[src/rtl/mmio_pkg.sv]
`timescale 1ns/1ps
package mmio_pkg;
  localparam int BYTE_W     = 8;
  localparam int BUS_AW     = 16;
  localparam logic [BUS_AW-1:0] IO_BASE  = 16'hF000;
  localparam logic [BUS_AW-1:0] DEV_BASE = 16'hFE70;
  localparam int DEV_COUNT  = 3;
  localparam int DEV_REG_W  = 16;
  localparam int DEV_LANES  = DEV_REG_W / BYTE_W;
  localparam int LANE_BITS  = (DEV_LANES > 1) ? $clog2(DEV_LANES) : 1;
  localparam int DEV_IDX_W  = (DEV_COUNT > 1) ? $clog2(DEV_COUNT) : 1;
  localparam int DEV_SPAN   = DEV_COUNT * DEV_LANES;

  typedef enum logic [1:0] {
    RGN_RAM  = 2'd0,
    RGN_HOLE = 2'd1,
    RGN_DEV  = 2'd2,
    RGN_BAD  = 2'd3
  } region_e;

  typedef struct packed {
    region_e                rgn;
    logic [DEV_IDX_W-1:0]   dev;
    logic [LANE_BITS-1:0]   lane;
  } target_t;
endpackage

[src/rtl/mmio_addr_decode.sv]
`timescale 1ns/1ps
module mmio_addr_decode
  import mmio_pkg::*;
#(
  parameter int RAM_DEPTH = 256,
  parameter int RAM_AW    = $clog2(RAM_DEPTH)
) (
  input  logic [BUS_AW-1:0] addr,
  output target_t           tgt,
  output logic [RAM_AW-1:0] ram_idx
);
  logic [BUS_AW-1:0] dev_off;

  always_comb begin
    dev_off = addr - DEV_BASE;
    tgt     = '0;
    if (addr >= IO_BASE) begin
      if ((addr >= DEV_BASE) && (32'(dev_off) < DEV_SPAN)) begin
        tgt.rgn  = RGN_DEV;
        tgt.dev  = dev_off[LANE_BITS +: DEV_IDX_W];
        tgt.lane = dev_off[LANE_BITS-1:0];
      end else begin
        tgt.rgn = RGN_BAD;
      end
    end else if (32'(addr) < RAM_DEPTH) begin
      tgt.rgn = RGN_RAM;
    end else begin
      tgt.rgn = RGN_HOLE;
    end
  end

  assign ram_idx = addr[RAM_AW-1:0];
endmodule

[src/rtl/mmio_byte_ram.sv]
`timescale 1ns/1ps
module mmio_byte_ram
  import mmio_pkg::*;
#(
  parameter int DEPTH = 256,
  parameter int AW    = $clog2(DEPTH)
) (
  input  logic              clk,
  input  logic              wr_en,
  input  logic              rd_en,
  input  logic [AW-1:0]     idx,
  input  logic [BYTE_W-1:0] wdata,
  output logic [BYTE_W-1:0] rdata
);
  logic [BYTE_W-1:0] mem [DEPTH];
  logic [BYTE_W-1:0] rd_q;

  always_ff @(posedge clk) begin
    if (wr_en) mem[idx] <= wdata;
    if (rd_en) rd_q <= mem[idx];
  end

  assign rdata = rd_q;
endmodule

[src/rtl/mmio_dev_regs.sv]
`timescale 1ns/1ps
module mmio_dev_regs
  import mmio_pkg::*;
(
  input  logic                 clk,
  input  logic                 rst_n,
  input  logic                 wr_en,
  input  logic                 rd_en,
  input  logic [DEV_IDX_W-1:0] dev,
  input  logic [LANE_BITS-1:0] lane,
  input  logic [BYTE_W-1:0]    wdata,
  output logic [BYTE_W-1:0]    rdata
);
  logic [DEV_REG_W-1:0] regs [DEV_COUNT];
  logic [DEV_REG_W-1:0] word_sel;
  logic [BYTE_W-1:0]    byte_sel;
  logic [BYTE_W-1:0]    rd_q;

  for (genvar g = 0; g < DEV_COUNT; g++) begin : g_reg
    for (genvar l = 0; l < DEV_LANES; l++) begin : g_lane
      always_ff @(posedge clk or negedge rst_n) begin
        if (!rst_n)
          regs[g][l*BYTE_W +: BYTE_W] <= '0;
        else if (wr_en && (dev == DEV_IDX_W'(g)) && (lane == LANE_BITS'(l)))
          regs[g][l*BYTE_W +: BYTE_W] <= wdata;
      end
    end

    // a register not addressed by a write keeps its value
    p_dev_hold_r4: assert property (@(posedge clk) disable iff (!rst_n)
      !(wr_en && (dev == DEV_IDX_W'(g))) |=> $stable(regs[g]));
  end

  always_comb begin
    word_sel = '0;
    for (int i = 0; i < DEV_COUNT; i++)
      if (dev == DEV_IDX_W'(i)) word_sel = regs[i];
    byte_sel = '0;
    for (int j = 0; j < DEV_LANES; j++)
      if (lane == LANE_BITS'(j)) byte_sel = word_sel[j*BYTE_W +: BYTE_W];
  end

  always_ff @(posedge clk or negedge rst_n) begin
    if (!rst_n)     rd_q <= '0;
    else if (rd_en) rd_q <= byte_sel;
  end

  assign rdata = rd_q;
endmodule

[src/rtl/mmio_bus_decoder.sv]
`timescale 1ns/1ps
module mmio_bus_decoder
  import mmio_pkg::*;
#(
  parameter int RAM_DEPTH = 256
) (
  input  logic              clk,
  input  logic              rst_n,
  input  logic              bus_sel_n,
  input  logic              bus_rnw,
  input  logic [15:0]       bus_addr,
  input  logic [7:0]        bus_wdata,
  output logic [7:0]        bus_rdata,
  output logic              bus_rvalid,
  output logic              bus_err
);
  localparam int RAM_AW = $clog2(RAM_DEPTH);

  target_t           tgt;
  logic [RAM_AW-1:0] ram_idx;
  logic              req_rd, req_wr;
  logic [7:0]        ram_rd, dev_rd;
  logic              valid_q;
  region_e           rgn_q;

  assign req_rd = !bus_sel_n &&  bus_rnw;
  assign req_wr = !bus_sel_n && !bus_rnw;

  mmio_addr_decode #(.RAM_DEPTH(RAM_DEPTH), .RAM_AW(RAM_AW)) u_dec (
    .addr    (bus_addr),
    .tgt     (tgt),
    .ram_idx (ram_idx)
  );

  mmio_byte_ram #(.DEPTH(RAM_DEPTH), .AW(RAM_AW)) u_ram (
    .clk   (clk),
    .wr_en (req_wr && (tgt.rgn == RGN_RAM)),
    .rd_en (req_rd && (tgt.rgn == RGN_RAM)),
    .idx   (ram_idx),
    .wdata (bus_wdata),
    .rdata (ram_rd)
  );

  mmio_dev_regs u_dev (
    .clk   (clk),
    .rst_n (rst_n),
    .wr_en (req_wr && (tgt.rgn == RGN_DEV)),
    .rd_en (req_rd && (tgt.rgn == RGN_DEV)),
    .dev   (tgt.dev),
    .lane  (tgt.lane),
    .wdata (bus_wdata),
    .rdata (dev_rd)
  );

  always_ff @(posedge clk or negedge rst_n) begin
    if (!rst_n) begin
      valid_q <= 1'b0;
      rgn_q   <= RGN_HOLE;
    end else begin
      valid_q <= req_rd;
      if (req_rd) rgn_q <= tgt.rgn;
    end
  end

  always_comb begin
    bus_rdata = '0;
    if (valid_q) begin
      case (rgn_q)
        RGN_RAM: bus_rdata = ram_rd;
        RGN_DEV: bus_rdata = dev_rd;
        default: bus_rdata = '0;
      endcase
    end
  end

  assign bus_rvalid = valid_q;
  assign bus_err    = valid_q && (rgn_q == RGN_BAD);

  p_read_valid_r1: assert property (@(posedge clk) disable iff (!rst_n)
    (!bus_sel_n && bus_rnw) |=> bus_rvalid);
  p_write_silent_r9: assert property (@(posedge clk) disable iff (!rst_n)
    (!bus_sel_n && !bus_rnw) |=> !bus_rvalid);
  p_idle_silent_r6: assert property (@(posedge clk) disable iff (!rst_n)
    bus_sel_n |=> !bus_rvalid);
  p_err_qualified_r5: assert property (@(posedge clk) disable iff (!rst_n)
    bus_err |-> bus_rvalid);
  p_quiet_bus_r8: assert property (@(posedge clk) disable iff (!rst_n)
    !bus_rvalid |-> (bus_rdata == 8'h00 && !bus_err));
  p_dev_page_err_r5: assert property (@(posedge clk) disable iff (!rst_n)
    (!bus_sel_n && bus_rnw && bus_addr < IO_BASE) |=> !bus_err);
endmodule

[config.mk]
export PLATFORM = sky130hd
export DESIGN_NAME = mmio_bus_decoder
export DESIGN_NICKNAME = d
export VERILOG_FILES = /design/src/rtl/mmio_pkg.sv /design/src/rtl/mmio_addr_decode.sv /design/src/rtl/mmio_byte_ram.sv /design/src/rtl/mmio_dev_regs.sv /design/src/rtl/mmio_bus_decoder.sv
export SDC_FILE = /design/constraint.sdc
export NUM_CORES = 2
export LEC_CHECK = 0
export ABC_CLOCK_PERIOD_IN_PS = 4500
export BUFFER_PORTS_ARGS = -buffer_cell sky130_fd_sc_hd__buf_2
export CORE_UTILIZATION = 40
export CTS_BUF_LIST = sky130_fd_sc_hd__clkbuf_8
export DETAILED_ROUTE_END_ITERATION = 12
export PLACE_DENSITY = 0.52
export SKIP_LAST_GASP = 1
export SLEW_MARGIN = 20
export SYNTH_ARGS = -nofsm -noshare
export SYNTH_HDL_FRONTEND = slang
export SYNTH_SLANG_ARGS = --single-unit
[constraint.sdc]
create_clock -name clk -period 4.5 [get_ports clk]
set_input_delay 0.225 -clock clk [delete_from_list [all_inputs] [get_ports clk]]
set_output_delay 0.225 -clock clk [all_outputs]
set_load 0.1 [all_outputs]
==> reports/qor.csv <==
stage;metric;value;unit
outcome;status;complete, no violations;
sta;fmax;322;MHz
placement;io_buffers;37;
sta;fin_hold_ws;225;ps
sta;timing.final.ws_setup;1390;ps
sta;setup_viol;0;
placement;place_area;87800;um2
clock_tree;tritoncts;built;
global_route;grt_overflow;0;
floorplanning;rows;166;
placement;hpwl;146000;um
floorplanning;dieArea;208000;um2
worst_setup_path;r2r_cells;8;
global_route;grt_pass1_vias;43000;
sta;layout_min_cycle_time;3110;ps
synth;ys_top_cells_by_count;edfxtp_1, mux4_2, nor2_1, clkbuf_1, nand2_1;
sta;slew_headroom;0.206;
sta;rsz0062_at_grt;false;
synth;yosys_warnings;0;
worst_setup_path;worstSetupPathType;reg -> reg;
pwr;leakage;30.5;nW
layout;drive_gt1_frac;0.311;
synth;yosysMostFrequentCell;edfxtp_1;
sta;finalClockSkew;108;ps
sta;drv_slew;0;
clock_tree;cts_made_buffers;373;
clock_tree;cts_root_buf;clkbuf_8;
synth;yosysTopAreaCellShare;0.750;
drt;drt_iter0_drc;4487;
drt;antenna_left;0;
synth;synth_seq_area_share;0.768;
synth;netlist_area;82300;um2
floorplanning;chipWidth;456;um
synth;synth-seq-cells;2115;
clock_tree;htreeDepth;5;
worst_setup_path;arrival;3930;ps
synth;synth_edf_count;2056;
global_route;grt_use_total;0.227;
floorplanning;die_h;456;um
flow_run;maxCapViolCount;0;
worst_setup_path;worst-path-max-fanout;1;
drt;vias;41700;
synth;syn-num-nets;3820;
worst_setup_path;end_kind;flop;
global_route;grt_start_max_net_pins;163;
sta;fin_tns_setup;0;ps
floorplanning;floorplan.initialDensity;0.402;
sta;period_share;0.690;
drt;vias_per_cell;5.70;
layout;nNetsFinal;4392;
floorplanning;core-area;205000;um2
synth;postSynthCellCount;3792;
layout;area_delta_synth_final;14.8;%
placement;gp_congestion;0.860;
worst_hold_path;hp-class;in -> reg;
worst_setup_path;worstPathRequired;5320;ps
sta;hold_viol;0;
floorplanning;io_pins;38;
clock_tree;clock_latency;1070;ps
pwr;power.total;39.4;mW
synth;yosysTopAreaCell;edfxtp_1;
synth;synth_ff_type;edfxtp_1;
layout;design_area;94500;um2
drt;routed_wl;236000;um
drt;drc;0;
pwr;vdd_drop_max;318;uV
worst_hold_path;min_path_cells;5;
synth;synth_area_leaders;edfxtp_1, mux4_2, dfrtp_1, nor2_1, mux2i_1;
clock_tree;cts.repair.resized;0;
drt;wl_per_cell;32.2;um
clock_tree;cts.sinks;2115;
worst_setup_path;cp-start-kind;flop;
pwr;power.density;417;nW/um2
global_route;grt_pass1_wl;333000;um
clock_tree;clk_path_buf_depth;4;
synth;ys_async_sr_fraction;0.0279;
placement;place_ws;403;ps
synth;avgSynthCellArea;21.7;um2
clock_tree;clk_pin_slew_worst_paths;60;ps
sta;tightest_slew;1190;ps
synth;ys_types;58;
global_route;antenna_found_initial;9;
drt;dr.pass1.iters;5;
==> worst paths after layout <==
path                                                  from                          end  slack, ps
worst max-delay path            u_ram.mem[30][4]$_DFFE_PP_     u_ram.rdata[4]$_DFFE_PP_       1390
worst min-delay path                           bus_addr[2]  u_ram.mem[222][5]$_DFFE_PP_        220
worst max register to register  u_ram.mem[30][4]$_DFFE_PP_     u_ram.rdata[4]$_DFFE_PP_       1390
worst min register to register  u_dev.regs[22]$_DFFE_PN0P_   u_dev.regs[22]$_DFFE_PN0P_        490
max in group asynchronous                            rst_n   u_dev.regs[28]$_DFFE_PN0P_       3580
min in group asynchronous                            rst_n   u_dev.regs[29]$_DFFE_PN0P_        420
==> worst max-delay path, stage by stage, from the launching register on <==
cell and delay, ps:
edfxtp_1 350, mux4_2 460, nor2b_1 150, a211oi_1 660, nor4_1 110, o21ai_0 230
a32o_1 280, o21ai_1 70, dlygate4sd3_1 570
==> metal layers <==
metal	up-vias	GRT usage	routed length [um]
li1	17100	-	-
met1	22600	0.320	101000
met2	1609	0.357	112000
met3	416	0.0445	16500
met4	2	0.0735	7240
met5	-	0	14
==> stage by stage <==
step | util | std cells
6_report | 0.462 | 7323
3_5_place_dp | 0.429 | 6653
3_3_place_gp | 0.429 | 6653
5_1_grt | 0.462 | 7317
2_1_floorplan | - | 3792
4_1_cts | 0.462 | 7306
==> cell usage in the layout (no fill, tap or decap), types with 19 or more instances in the layout <==
| master | synthesis | routed |
|---|---|---|
| buf_4 | 34 | 332 |
| nand3_1 | 43 | 43 |
| buf_2 | 64 | 25 |
| nor2b_1 | 27 | 24 |
| nor2_1 | 297 | 293 |
| a211oi_1 | 26 | 26 |
| a21oi_1 | 23 | 23 |
| buf_12 | 0 | 27 |
| dlygate4sd3_1 | 0 | 23 |
| mux2i_1 | 74 | 74 |
| inv_1 | 4 | 119 |
| dfrtp_1 | 58 | 58 |
| mux4_2 | 554 | 554 |
| a22oi_1 | 40 | 40 |
| edfxtp_1 | 2056 | 2056 |
| clkbuf_8 | 0 | 390 |
| mux2_2 | 56 | 56 |
| clkinv_1 | 0 | 101 |
| nand2_1 | 81 | 81 |
| o21ai_0 | 24 | 24 |
| clkinv_2 | 0 | 19 |
| nand2b_1 | 19 | 19 |
| o22ai_1 | 51 | 51 |
==> where the power goes <==
group          internal (mW)  leakage [nW]  switching [mW]
combinational          0.709          7.51            1.29
clock                   8.09          3.70            7.73
sequential              21.6          19.3         0.00324
==> registers in the layout (all words and copies together), names as in the netlist <==
register     cells
u_ram.mem     2048
u_dev.regs      48
u_dev.rdata      8
u_ram.rdata      8
rgn_q            2
bus_rvalid       1
==> final cells by class <==
| type | count | area [um2] |
|---|---|---|
| Antenna cell | 15 | 37.5 |
| Clock buffer | 382 | 5260 |
| Clock inverter | 249 | 1140 |
| Fill cell | 17200 | 110000 |
| Inverter | 4 | 15.0 |
| Multi-Input combinational cell | 1450 | 17900 |
| Sequential cell | 2115 | 63200 |
| Tap cell | 2688 | 3360 |
| Timing Repair Buffer | 420 | 3580 |
==> logic make-up after synthesis <==
kind of cell,synth area share
DFF,0.768
buffers and inverters,0.0148
and+or+nand+nor,0.0282
AOI/OAI and AO/OA,0.0193
muxes,0.169
==> what timing repair did <==
action / in CTS / in global routing
buffers inserted: 0 / 0
endpoints found under the hold margin: 544 / 80
hold buffers: 22 / 1
(Power assumes the default switching activity.)
